==> config.mk <==
export PLATFORM = sky130hd
export DESIGN_NAME = serial_cfg_bank
export DESIGN_NICKNAME = d
export VERILOG_FILES = /design/src/rtl/cfg_pkg.sv /design/src/rtl/ser_front.sv /design/src/rtl/cfg_regs.sv /design/src/rtl/if_select.sv /design/src/rtl/serial_cfg_bank.sv
export SDC_FILE = /design/constraint.sdc
export NUM_CORES = 1
export LEC_CHECK = 0
export BUFFER_PORTS_ARGS = -buffer_cell sky130_fd_sc_hd__buf_2
export CAP_MARGIN = 20
export CORE_ASPECT_RATIO = 0.8
export CORE_UTILIZATION = 30
export DETAILED_ROUTE_END_ITERATION = 16
export PLACE_DENSITY_LB_ADDON = 0.25
export SETUP_SLACK_MARGIN = 0.2
export SYNTH_ARGS = -nofsm -noshare
export SYNTH_HDL_FRONTEND = slang
export SYNTH_SLANG_ARGS = --single-unit
==> constraint.sdc <==
create_clock -name clk -period 1.9 [get_ports clk]
set_clock_uncertainty 0.2 [all_clocks]
set_input_delay 0.38 -clock clk [delete_from_list [all_inputs] [get_ports clk]]
set_output_delay 0.38 -clock clk [all_outputs]
set_load 0.01 [all_outputs]
==> src/rtl/cfg_pkg.sv <==
package cfg_pkg;

    localparam int WORD_W = 24;
    localparam int NREG   = 6;

    typedef enum logic [1:0] {
        ST_LOAD,
        ST_COMMIT,
        ST_HELD
    } fe_state_t;

    typedef enum logic [2:0] {
        SEL_R0, SEL_R1, SEL_R2, SEL_R3, SEL_R4, SEL_R5, SEL_R6, SEL_NONE
    } reg_sel_t;

    // preset IF counter values
    localparam logic [8:0] DEF_B_C0 = 9'd88;
    localparam logic [3:0] DEF_A_C0 = 4'd15;
    localparam logic [8:0] DEF_B_C1 = 9'd191;
    localparam logic [3:0] DEF_A_C1 = 4'd4;
    localparam logic [8:0] DEF_B_C2 = 9'd229;
    localparam logic [3:0] DEF_A_C2 = 4'd9;
    localparam logic [8:0] DEF_R_LO = 9'd160;
    localparam logic [8:0] DEF_R_HI = 9'd164;

    // prefix-code address decode
    function automatic reg_sel_t decode_addr(input logic [5:0] lo);
        reg_sel_t s;
        casez (lo)
            6'b????00: s = SEL_R0;
            6'b????01: s = SEL_R1;
            6'b????10: s = SEL_R2;
            6'b???011: s = SEL_R3;
            6'b??0111: s = SEL_R4;
            6'b?01111: s = SEL_R5;
            6'b011111: s = SEL_R6;
            default:   s = SEL_NONE;
        endcase
        return s;
    endfunction

    // reset words
    function automatic logic [WORD_W-1:0] default_word(input int idx);
        logic [WORD_W-1:0] w;
        case (idx)
            0:       w = {1'b1, 1'b1, 1'b1, 1'b0, 4'd11, 3'd4, 11'd1104, 2'b00};
            1:       w = {2'b10, 1'b0, 13'd0, 2'b11, 2'b00, 1'b1, 1'b1, 2'b01};
            2:       w = {2'b10, 20'd0, 2'b10};
            3:       w = {2'b00, 2'b00, 1'b1, 14'd0, 2'b11, 3'b011};
            4:       w = {3'd0, 4'd9, 9'd229, 4'd0, 4'b0111};
            default: w = {10'd0, 9'd160, 5'b01111};
        endcase
        return w;
    endfunction

    // charge-pump code to microamps
    function automatic logic [9:0] cp_code_to_ua(input logic [1:0] code);
        logic [9:0] ua;
        unique case (code)
            2'b00: ua = 10'd100;
            2'b01: ua = 10'd200;
            2'b10: ua = 10'd300;
            2'b11: ua = 10'd800;
        endcase
        return ua;
    endfunction

endpackage

==> src/rtl/ser_front.sv <==
module ser_front
    import cfg_pkg::*;
#(
    parameter int SYNC_STAGES = 2,
    parameter int SR_W        = 24
) (
    input  logic            clk,
    input  logic            rst_n,
    input  logic            ser_clk,
    input  logic            ser_data,
    input  logic            ser_latch,
    output logic            commit,
    output logic [SR_W-1:0] word
);

    localparam int PIPE_W = SYNC_STAGES + 1;

    logic [PIPE_W-1:0]      clk_pipe;
    logic [PIPE_W-1:0]      le_pipe;
    logic [SYNC_STAGES-1:0] dat_pipe;
    logic                   clk_rise;
    logic                   le_rise;
    logic                   le_high;
    logic                   data_s;
    fe_state_t              state_q, state_d;

    always_ff @(posedge clk or negedge rst_n) begin
        if (!rst_n) begin
            clk_pipe <= '0;
            le_pipe  <= '0;
            dat_pipe <= '0;
        end else begin
            clk_pipe <= {clk_pipe[PIPE_W-2:0], ser_clk};
            le_pipe  <= {le_pipe[PIPE_W-2:0], ser_latch};
            dat_pipe <= {dat_pipe[SYNC_STAGES-2:0], ser_data};
        end
    end

    assign clk_rise = clk_pipe[SYNC_STAGES-1] & ~clk_pipe[SYNC_STAGES];
    assign le_rise  = le_pipe[SYNC_STAGES-1]  & ~le_pipe[SYNC_STAGES];
    assign le_high  = le_pipe[SYNC_STAGES-1];
    assign data_s   = dat_pipe[SYNC_STAGES-1];

    // shift register, MSB first
    always_ff @(posedge clk or negedge rst_n) begin
        if (!rst_n) begin
            word <= '0;
        end else if (clk_rise) begin
            word <= {word[SR_W-2:0], data_s};
        end
    end

    // state register
    always_ff @(posedge clk or negedge rst_n) begin
        if (!rst_n) begin
            state_q <= ST_LOAD;
        end else begin
            state_q <= state_d;
        end
    end

    // next state
    always_comb begin
        state_d = state_q;
        unique case (state_q)
            ST_LOAD:   if (le_rise) state_d = ST_COMMIT;
            ST_COMMIT: state_d = le_high ? ST_HELD : ST_LOAD;
            ST_HELD:   if (!le_high) state_d = ST_LOAD;
            default:   state_d = ST_LOAD;
        endcase
    end

    // outputs
    always_comb begin
        commit = (state_q == ST_COMMIT);
    end

    p_shift_msb_r1: assert property (@(posedge clk) disable iff (!rst_n)
        clk_rise |=> word == {$past(word[SR_W-2:0]), $past(data_s)});

    p_commit_single_r2: assert property (@(posedge clk) disable iff (!rst_n)
        commit |=> !commit);

    p_commit_cause_r2: assert property (@(posedge clk) disable iff (!rst_n)
        commit |-> $past(le_rise));

endmodule

==> src/rtl/cfg_regs.sv <==
module cfg_regs
    import cfg_pkg::*;
(
    input  logic                        clk,
    input  logic                        rst_n,
    input  logic                        commit,
    input  logic [WORD_W-1:0]           word,
    output logic [NREG-1:0][WORD_W-1:0] regs_q
);

    reg_sel_t sel;

    assign sel = decode_addr(word[5:0]);

    for (genvar g = 0; g < NREG; g++) begin : g_reg
        localparam reg_sel_t MY_SEL = reg_sel_t'(3'(g));
        always_ff @(posedge clk or negedge rst_n) begin
            if (!rst_n) begin
                regs_q[g] <= default_word(g);
            end else if (commit && sel == MY_SEL) begin
                regs_q[g] <= word;
            end
        end
    end

    p_ignore_code_r7: assert property (@(posedge clk) disable iff (!rst_n)
        (commit && (sel == SEL_R6 || sel == SEL_NONE)) |=> $stable(regs_q));

    p_r0_load_r3: assert property (@(posedge clk) disable iff (!rst_n)
        (commit && sel == SEL_R0) |=> regs_q[0] == $past(word));

endmodule

==> src/rtl/if_select.sv <==
module if_select
    import cfg_pkg::*;
(
    input  logic       clk,
    input  logic       rst_n,
    input  logic       use_def,
    input  logic [1:0] if_sel,
    input  logic       ref_sel,
    input  logic [8:0] user_b,
    input  logic [3:0] user_a,
    input  logic [8:0] user_r,
    output logic [8:0] eff_b,
    output logic [3:0] eff_a,
    output logic [8:0] eff_r
);

    logic [8:0] pre_b;
    logic [3:0] pre_a;
    logic [8:0] pre_r;

    always_comb begin
        unique case (if_sel)
            2'b00:   begin pre_b = DEF_B_C0; pre_a = DEF_A_C0; end
            2'b01:   begin pre_b = DEF_B_C1; pre_a = DEF_A_C1; end
            default: begin pre_b = DEF_B_C2; pre_a = DEF_A_C2; end
        endcase
        pre_r = ref_sel ? DEF_R_HI : DEF_R_LO;
    end

    assign eff_b = use_def ? pre_b : user_b;
    assign eff_a = use_def ? pre_a : user_a;
    assign eff_r = use_def ? pre_r : user_r;

    p_def_ref_r8: assert property (@(posedge clk) disable iff (!rst_n)
        use_def |-> (eff_r == DEF_R_LO || eff_r == DEF_R_HI));

    p_user_path_r9: assert property (@(posedge clk) disable iff (!rst_n)
        !use_def |-> (eff_b == user_b && eff_r == user_r));

endmodule

==> src/rtl/serial_cfg_bank.sv <==
module serial_cfg_bank
    import cfg_pkg::*;
#(
    parameter int SYNC_STAGES = 2
) (
    input  logic        clk,
    input  logic        rst_n,
    input  logic        ser_clk,
    input  logic        ser_data,
    input  logic        ser_latch,
    input  logic        chip_en,
    output logic        use_defaults,
    output logic        path_sel,
    output logic        lock_det_en,
    output logic        spur_ctl,
    output logic [3:0]  rf_b,
    output logic [2:0]  rf_a,
    output logic [10:0] rf_fn,
    output logic        rf_on,
    output logic        if_on,
    output logic [1:0]  out_pwr,
    output logic        ref_sel,
    output logic [1:0]  cp_code,
    output logic [9:0]  cp_ua,
    output logic [1:0]  bw_dur,
    output logic [1:0]  bw_crit,
    output logic        bw_en,
    output logic [1:0]  vco_cur,
    output logic [8:0]  if_b,
    output logic [3:0]  if_a,
    output logic [8:0]  if_r
);

    logic                        commit;
    logic [WORD_W-1:0]           word;
    logic [NREG-1:0][WORD_W-1:0] regs_q;
    logic [WORD_W-1:0]           r0, r1, r2, r3, r4, r5;
    logic                        unused_bits;

    ser_front #(
        .SYNC_STAGES (SYNC_STAGES),
        .SR_W        (WORD_W)
    ) i_front (
        .clk       (clk),
        .rst_n     (rst_n),
        .ser_clk   (ser_clk),
        .ser_data  (ser_data),
        .ser_latch (ser_latch),
        .commit    (commit),
        .word      (word)
    );

    cfg_regs i_regs (
        .clk    (clk),
        .rst_n  (rst_n),
        .commit (commit),
        .word   (word),
        .regs_q (regs_q)
    );

    assign r0 = regs_q[0];
    assign r1 = regs_q[1];
    assign r2 = regs_q[2];
    assign r3 = regs_q[3];
    assign r4 = regs_q[4];
    assign r5 = regs_q[5];

    // register 0 fields
    assign use_defaults = r0[23];
    assign path_sel     = r0[22];
    assign lock_det_en  = r0[21];
    assign spur_ctl     = r0[20];
    assign rf_b         = r0[19:16];
    assign rf_a         = r0[15:13];
    assign rf_fn        = r0[12:2];

    // register 1 fields and chip-enable gating
    assign ref_sel = r1[21];
    assign out_pwr = r1[7:6];
    assign rf_on   = chip_en & r1[3];
    assign if_on   = chip_en & r1[2];

    // register 2
    assign cp_code = r2[23:22];
    assign cp_ua   = cp_code_to_ua(cp_code);

    // register 3
    assign bw_dur  = r3[23:22];
    assign bw_crit = r3[21:20];
    assign bw_en   = r3[19];
    assign vco_cur = r3[4:3];

    if_select i_ifsel (
        .clk     (clk),
        .rst_n   (rst_n),
        .use_def (use_defaults),
        .if_sel  (r1[23:22]),
        .ref_sel (r1[21]),
        .user_b  (r4[16:8]),
        .user_a  (r4[20:17]),
        .user_r  (r5[13:5]),
        .eff_b   (if_b),
        .eff_a   (if_a),
        .eff_r   (if_r)
    );

    assign unused_bits = ^{r0[1:0], r1[20:8], r1[5:4], r1[1:0], r2[21:0],
                           r3[18:5], r3[2:0], r4[23:21], r4[7:0],
                           r5[23:14], r5[4:0]};

    p_ce_gate_r6: assert property (@(posedge clk) disable iff (!rst_n)
        !chip_en |-> (!rf_on && !if_on));

endmodule

Word level (Yosys, flattened, before mapping)
Cells that the tools add are included.
{"block": "word_totals", "reg_bits": 165, "wordCells": 60}
{"block": "classes", "bitwise_logic": 6, "muxes": 12, "n_eq_ne": 19, "n_reduce_logical": 12}
{"op": "case mux 10 bit (4 select lines)", "n": 1}
{"op": "case mux 3 bit (7 select lines)", "n": 1}
{"op": "2-to-1 mux 9 bit", "n": 2}
{"op": "case mux 8 bit (2 select lines)", "n": 1}
{"op": "equality test 3 x 2 -> 1 bit (second input constant)", "n": 3}
{"op": "equality test 2 x 1 -> 1 bit (second input constant)", "n": 4}
{"op": "equality test 2 bit (second input constant)", "n": 4}
{"op": "zero test 2 bit", "n": 4}
{"op": "case mux 4 bit (2 select lines)", "n": 1}
{"op": "equality test 3 bit (second input constant)", "n": 2}
{"op": "equality test 6 x 5 -> 1 bit (second input constant)", "n": 1}
{"op": "logical AND 1 bit", "n": 6}
{"op": "2-to-1 mux 2 bit", "n": 3}
{"op": "case mux 2 bit (3 select lines)", "n": 1}
{"op": "equality test 5 x 4 -> 1 bit (second input constant)", "n": 1}
{"op": "bitwise AND 1 bit", "n": 4}
{"op": "equality test 4 x 3 -> 1 bit (second input constant)", "n": 1}
{"op": "2-to-1 mux 4 bit", "n": 1}
{"op": "equality test 3 x 1 -> 1 bit (second input constant)", "n": 1}
{"op": "zero test 3 bit", "n": 1}
{"op": "2-to-1 mux 3 bit", "n": 1}
{"op": "!= test 2 x 1 -> 1 bit (second input constant)", "n": 1}
{"op": "!= test 2 bit (second input constant)", "n": 1}
{"op": "NOT 1 bit", "n": 2}
{"op": "AND reduction 2 bit", "n": 1}

Depth between registers and ports, before layout
Gate-level depths: netlist of the first run.
{"block": "logic_depth", "depth_word": 4, "mapped_depth": 4}

By module
From an unflattened synthesis of the first run, not the netlist that was laid out.
{"block": "hier_totals", "cells_unflattened": 426, "hier_area_um2": 6945.4}
{"mod": "cfg_regs", "cells_per_inst": 307, "area_per_inst_um2": 5322.6, "instances": 1}
{"mod": "ser_front", "cells_per_inst": 66, "area_per_inst_um2": 1290.0, "instances": 1}
{"mod": "if_select", "cells_per_inst": 36, "area_per_inst_um2": 201.4, "instances": 1}
{"mod": "serial_cfg_bank", "cells_per_inst": 17, "area_per_inst_um2": 131.4, "instances": 1}

Worst setup path after synthesis of the first run
Ideal clock, no wire load.
{"block": "synth_path", "path_kind": "reg2reg", "startpoint": "register i_front.word[1]", "endpoint": "register i_regs.regs_q[107] (netlist bit)", "t_arrival_ps": 1384, "stages_incl_launch_ff": 5, "path_slack_ps": 191, "synth_period_minus_slack_ps": 1709, "path_cell_list": "dfrtp_1 nand4b_4 nor3b_4 buf_6 mux2_2"}
{"block": "synth_via", "elab_chain_len": 4}
{"element": "from (decl)", "line": "ser_front.sv:13", "text": "output logic [SR_W-1:0] word"}
{"element": "from (signal assigned)", "line": "ser_front.sv:49", "text": "word <= {word[SR_W-2:0], data_s};"}
{"element": "equality test 6 x 5 -> 1 bit (tied with other cells)", "line": "cfg_pkg.sv:29", "text": "casez (lo)"}
{"element": "case mux 3 bit (7 select lines) *", "line": "cfg_pkg.sv:29"}
{"element": "equality test 3 bit *", "line": "cfg_regs.sv:20", "text": "end else if (commit && sel == MY_SEL) begin"}
{"element": "logical AND 1 bit *", "line": "cfg_regs.sv:20"}
{"element": "to (signal, indexed assignment)", "line": "cfg_regs.sv:19", "text": "regs_q[g] <= default_word(g);"}
{"element": "to (signal, indexed assignment)", "line": "cfg_regs.sv:21", "text": "regs_q[g] <= word;"}
{"element": "to (decl)", "line": "cfg_regs.sv:8", "text": "output logic [NREG-1:0][WORD_W-1:0] regs_q"}
Every way passes the cells marked *; elsewhere a longest branch is shown, timed or not.
A chain may end at the register's enable or synchronous reset.

Final worst setup path of the first run
{"block": "layout_path", "startpoint": "register i_regs.regs_q[71] (netlist bit)", "endpoint": "output port cp_ua[6]"}
{"block": "layout_via", "elab_chain_len": 2}
{"element": "equality test 2 bit (tied with other cells)", "line": "cfg_pkg.sv:59", "text": "unique case (code)"}
{"element": "case mux 10 bit (4 select lines) *", "line": "cfg_pkg.sv:59"}
{"element": "to (decl)", "line": "serial_cfg_bank.sv:24", "text": "output logic [9:0] cp_ua,"}
Every way passes the cells marked *; elsewhere a longest branch is shown, timed or not. The select of a mux whose other input is x is not followed.

==> results of run 1 <==
==> power by group <==
| part | switching [mW] | internal [mW] | leakage (nW) | total (mW) |
|---|---|---|---|---|
| combinational | 0.392 | 0.615 | 1.21 | 1.01 |
| clock | 0.718 | 1.16 | 0.145 | 1.87 |
| sequential | 0.362 | 2.44 | 1.15 | 2.81 |
| total | 1.47 | 4.22 | 2.51 | 5.69 |
==> worst paths after layout <==
| check | from | endpoint |
|---|---|---|
| setup / recovery | i_regs.regs_q[71]$_DFFE_PN1P_ | cp_ua[6] |
| hold / removal | i_front.clk_pipe[0]$_DFF_PN0_ | i_front.clk_pipe[1]$_DFF_PN0_ |
| setup reg to reg | i_front.state_q[1]$_DFFE_PN0P_ | i_regs.regs_q[115]$_DFFE_PN0P_ |
| hold reg to reg | i_front.clk_pipe[0]$_DFF_PN0_ | i_front.clk_pipe[1]$_DFF_PN0_ |
| max in group asynchronous | rst_n | i_regs.regs_q[132]$_DFFE_PN1P_ |
| min in group asynchronous | rst_n | i_front.clk_pipe[0]$_DFF_PN0_ |
==> per-stage QoR <==
step	util	setup WS, ns	cell area (um2)	TNS (ns)
floorplan	-	0.206	4050	0
global placement	0.347	0.0949	4510	0
detailed placement	0.347	0.0896	4510	0
CTS	0.392	-0.138	5100	-1.61
global route	0.405	-0.171	5270	-2.78
finish	0.405	-0.130	5270	-1.62
==> what timing repair did <==
action | 4_1_cts | 5_1_grt
buffers inserted | 4 | 2
gates cloned | 1 | 1
hold buffers | 4 | 0
pin swaps | 4 | 4
resized for setup | 55 | 43
endpoints found under the hold margin | 24 | 0
setup endpoints to repair | 81 | 76
==> Yosys cell counts (2+ instances only) <==
library cell | instances | share of area
o21ai_0 | 4 | 0.0050
clkbuf_1 | 3 | 0.0028
ha_1 | 5 | 0.016
nor2b_1 | 8 | 0.012
dfstp_2 | 28 | 0.18
nand2b_1 | 3 | 0.0047
nor2_1 | 9 | 0.0084
and2_1 | 2 | 0.0031
buf_2 | 4 | 0.0050
or2_2 | 5 | 0.0078
dfrtp_1 | 66 | 0.41
buf_4 | 31 | 0.058
mux2_2 | 84 | 0.23
o21a_1 | 3 | 0.0056
inv_1 | 8 | 0.0074
==> layer usage <==
metal  track usage  vias up  part of all wire
met1         0.171     1186              0.49
met2         0.188       54              0.45
met5             0        -                 0
met3        0.0414        9             0.048
met4        0.0424        0             0.012
li1              -     1048                 -
==> area by class of cell <==
| class | count | area (um2) | area share |
|---|---|---|---|
| flip-flops and latches | 94 | 2390 | 0.454 |
| multi-input cells | 139 | 1590 | 0.301 |
| repair buffers | 95 | 737 | 0.140 |
| clock buffers | 14 | 244 | 0.0463 |
| well taps | 175 | 219 | 0.0415 |
| clock inverters | 2 | 60.1 | 0.0114 |
| inverters | 8 | 32.5 | 0.00617 |
==> kinds of logic (layout without fill, tap and decap cells) <==
logic type,Yosys count,in the layout,synth area share
multiplexers,85,85,0.237
buffers and inverters,47,119,0.0757
AND/OR/NAND/NOR,37,37,0.0648
adder cells (fa/ha/maj),5,5,0.0155
AO/OA/AOI/OAI,9,9,0.0140
flip-flops,94,94,0.592
other,1,3,0.000930
==> registers in the layout (all words and copies together) (netlist names) <==
name / count
i_front.word: 24
i_front.le_pipe: 3
i_regs.regs_q: 60
i_front.clk_pipe: 3
i_front.dat_pipe: 2
i_front.state_q: 2
==> layout by cell type (no fill, tap or decap), drive strengths merged, types with 5 or more instances in the layout <==
| cell type | netlist | final |
|---|---|---|
| ha | 5 | 5 |
| dfstp | 28 | 28 |
| nor2b | 8 | 8 |
| clkbuf | 3 | 14 |
| mux2 | 85 | 85 |
| nor2 | 10 | 10 |
| buf | 36 | 91 |
| dfrtp | 66 | 66 |
| inv | 8 | 8 |
| or2 | 5 | 5 |
==> results by group, run 1 <==
Run status
  • Status: finished with violations
  • Failing checks: setup timing

Clocking
  • Later-pin clock latency in the skew report: 0.34 ns
  • CTS Buf Count: 9
  • Clk buf depth: 2
  • Clock transition at path regs: 0.06 ns
  • CTS tree: done
  • Htree depth: 3
  • Clock sinks: 94
  • Root Buffer: clkbuf_16

Placement
  • Routability cong.: 0.709
  • Placed Instances: about 500
  • Detail Placement HPWL: 5340 um
  • Number of port buffers: 70

Min path
  • Cells on Worst Hold Path: 0
  • Hold Crit Class: flip-flop to flip-flop

GRT
  • Vias in the first global route: 2,418
  • GRT Overall Usage: 0.126
  • Total grt overflow: 0
  • Initial antenna violation count: 0
  • First-pass GRT wire length: around 13,000 um
  • Largest net degree at the start of global routing: 38

Final layout
  • Share of cells above drive strength 1: 0.699
  • N_diodes: 0
  • Area grow syn2layout: 30.7%
  • Finished Layout Cells: about 530
  • Nets: 358
  • Layout fillers: 1,230

Run
  • Max-cap violations: 0

Synth
  • Sequential element share of the synthesized area: 0.592
  • Ys async rst share: 1.00
  • Library cells used by synthesis: 30
  • Cells after Synth: 278
  • Average size of a mapped cell: approximately 15 um2
  • Post-synth EDFFs: 0
  • Register bit total from synthesis: 94
  • Synth Cell Area: 0.00403 mm2
  • Yosys warnings: 0
  • Predominant post-synthesis flop cell: dfrtp_1

Setup path
  • CP endpoint kind: primary output
  • Reg-to-reg slack, setup: 0.19 ns
  • Crit path DAT: 1.45 ns
  • Worst path depth: 4
  • R2R depth: 4
  • Crit path cell chain: inv_2 > ha_2 > or2_4 > buf_6
  • CP bufs+invs: 2
  • Required @ worst endpoint: 1.32 ns
  • Slowest stage delay, CP: roughly 0.53 ns
  • Setup crit start kind: flip-flop
  • CP delay by family, top: flip-flops
  • Crit path kind: flip-flop to primary output
  • Worst path slowest cell: dfstp_2
  • Max FO, Critical Path: 3

Floorplan
  • Die height: 106 um
  • Rows: 37
  • Starting Density: 0.310
  • Core ar.: between 0.01 and 0.015 mm2
  • Die W: 132 um
  • Total I/O pin count: 74
  • Die area: around 0.014 mm2

Route
  • Number of routed nets with antenna violations: 0
  • WL per Instance: 15.8 um
  • Via total after detailed routing: 2,297
  • Initial DRC count: 61
  • Detailed-route vias per instance: 4.36
  • Pre-antenna DRT Iters: 4
  • # DRC: 0
  • DRT Wirelength: roughly 8300 um

Timing
  • # setup viols final: 23
  • Final period util: 1.07
  • Final slew viol count: 0
  • Unrepaired setup endpoints after global routing: yes
  • PnR worst setup slack: -0.130 ns
  • Tmin final: 2.03 ns
  • Fmax: 0.493 GHz
  • Hold Vio Cnt, Final: 0
  • WHS: roughly 0.16 ns

Pwr
  • Max rail drop VDD: 0.601 mV
  • PD cells: 1080 mW/mm2
  • Lkg Pwr: roughly 2.5 nW
  • Total power: 5.69 mW
Note: power is estimated with default switching activity, not from simulation.
==> inputs of run 2 (changes only) <==
==> constraint.sdc (replaced) <==
create_clock -name clk -period 1.9 [get_ports clk]
set_clock_uncertainty 0.2 [all_clocks]
set_input_delay 0.38 -clock clk [delete_from_list [all_inputs] [get_ports clk]]
set_output_delay 0.38 -clock clk [all_outputs]
set_load 0.05 [all_outputs]
==> run 2 against run 1 <==
The run still ends with setup timing left. Die area did not move. Register-to-register slack got worse by 0.05 ns. Sequential share of layout area fell by 5.0 points. Design area rose by 12%. Count of clock-buffer cells in the layout fell by 5.
==> results by group, run 2 (same netlist as run 1, synthesis figures left out) <==
Floorplan
  • Starting Density: 0.310
  • Die height: 106 um
  • Die area: 0.0139 mm2
  • Total I/O pin count: 74
  • Die W: roughly 130 um
  • Rows: 37
  • Core ar.: 0.0130 mm2

Timing
  • Least-Margin Pin Slew: 0.513 ns
  • # setup viols final: 29
  • WHS: 0.152 ns
  • Slew headroom: 0.658
  • Hold Vio Cnt, Final: 0
  • Final slew viol count: 0
  • Tmin final: 2.20 ns
  • Unrepaired setup endpoints after global routing: yes
  • PnR worst setup slack: -0.301 ns
  • Fmax: 0.454 GHz
  • Setup TNS: -4.99 ns
  • Final period util: 1.16

Setup path
  • Required @ worst endpoint: 1.32 ns
  • CP bufs+invs: 1
  • Setup crit start kind: flip-flop
  • Crit path DAT: roughly 1.6 ns
  • Crit path kind: flip-flop to primary output
  • Worst path slowest cell: dfstp_4
  • CP endpoint kind: primary output
  • Max FO, Critical Path: 5
  • CP delay by family, top: flip-flops
  • Slowest stage delay, CP: 0.66 ns
  • Crit path cell chain: nand3b_1 > o21a_2 > buf_6

GRT
  • Vias in the first global route: 2,452
  • First-pass GRT wire length: 13,900 um
  • GRT Overall Usage: 0.132
  • Largest net degree at the start of global routing: between 90 and 100
  • Total grt overflow: 0
  • Initial antenna violation count: 0

Clocking
  • CTS Buf Count: 9
  • Later-pin clock latency in the skew report: 0.34 ns
  • Root Buffer: clkbuf_16
  • Clock sinks: 94
  • Clock transition at path regs: 0.07 ns
  • Clk buf depth: 2
  • CTS tree: done
  • Htree depth: 3

Pwr
  • Max rail drop VDD: 0.581 mV
  • PD cells: 1120 mW/mm2
  • Lkg Pwr: 2.71 nW
  • Total power: 6.64 mW

Run status
  • Status: finished with violations
  • Failing checks: setup timing

Route
  • Number of routed nets with antenna violations: 0
  • Initial DRC count: between 80 and 90
  • # DRC: 0
  • WL per Instance: between 15 and 20 um
  • DRT Wirelength: between 8000 and 9000 um
  • Pre-antenna DRT Iters: 4
  • Via total after detailed routing: 2,354
  • Detailed-route vias per instance: 4.34

Final layout
  • Biggest register: i_regs.regs_q
  • N_diodes: 0
  • Commonest non-fill, non-tap cell in the layout: dfrtp_1
  • Area grow syn2layout: 46.9%
  • Nets: about 370
  • Max reg flops: 60
  • Layout fillers: 1,130
  • Biggest regs: i_regs.regs_q: 60 flops, i_front.word: 24 flops
  • Most frequent cells in the layout: dfrtp_1 (63), mux2_4 (53), buf_6 (37)
  • Share of cells above drive strength 1: 0.769

Placement
  • Routability cong.: 0.740
  • Detail Placement HPWL: 5250 um
  • Number of port buffers: 70

Run
  • Max-cap violations: 0

Min path
  • Hold Crit Class: flip-flop to flip-flop
==> run 2: final timing paths <==
check | cells after the start | slack, ns | startpoint | to
worst max-delay path | 3 | -0.30 | i_regs.regs_q[23]$_DFFE_PN1P_ | if_b[6]
worst min-delay path | 0 | 0.15 | i_front.clk_pipe[0]$_DFF_PN0_ | i_front.clk_pipe[1]$_DFF_PN0_
worst max register to register | 5 | 0.14 | i_front.state_q[1]$_DFFE_PN0P_ | i_regs.regs_q[126]$_DFFE_PN0P_
worst min register to register | 0 | 0.15 | i_front.clk_pipe[0]$_DFF_PN0_ | i_front.clk_pipe[1]$_DFF_PN0_
max in group asynchronous | 3 | 0.65 | rst_n | i_front.state_q[0]$_DFFE_PN0P_
min in group asynchronous | 3 | 0.43 | rst_n | i_front.clk_pipe[0]$_DFF_PN0_
==> run 2: cell type report <==
class                   count  area (um2)  area share
well taps                 175         219      0.0370
inverters                   8        32.5     0.00549
multi-input cells         139        1790       0.302
repair buffers            111        1160       0.196
clock buffers               9         225      0.0380
clock inverters             7         104      0.0175
flip-flops and latches     94        2390       0.404
==> run 2: through the flow <==
| stage | util | area, um2 | worst slack (ns) | std cells |
|---|---|---|---|---|
| 6_report | 0.455 | 5920 | -0.301 | 543 |
| 5_1_grt | 0.455 | 5920 | -0.354 | 543 |
| 4_1_cts | 0.430 | 5600 | -0.312 | 537 |
| 3_5_place_dp | 0.358 | 4650 | 0.00550 | 500 |
| 3_3_place_gp | 0.358 | 4650 | 0.0138 | 500 |
| 2_1_floorplan | - | 4230 | 0.0573 | 280 |
==> run 2: metal layers <==
| metal | wire (um) | track usage |
|---|---|---|
| met3 | 432 | 0.0433 |
| met2 | 3810 | 0.189 |
| met4 | 100 | 0.0399 |
| met5 | 0 | 0 |
| met1 | 4430 | 0.186 |
==> run 2: report_power, final <==
group | internal, mW | total (mW) | switching (mW)
logic | 0.812 | 1.88 | 1.07
registers | 2.44 | 2.79 | 0.352
clock network | 1.17 | 1.97 | 0.798
total | 4.42 | 6.64 | 2.22
==> run 2: what timing repair did <==
action | CTS | global route
hold endpoints to repair | 69 | 0
hold buffers | 4 | 0
buffers inserted | 14 | 6
resized for setup | 131 | 69
pin swaps | 7 | 2
cloned | 3 | 0
setup endpoints to repair | 90 | 91
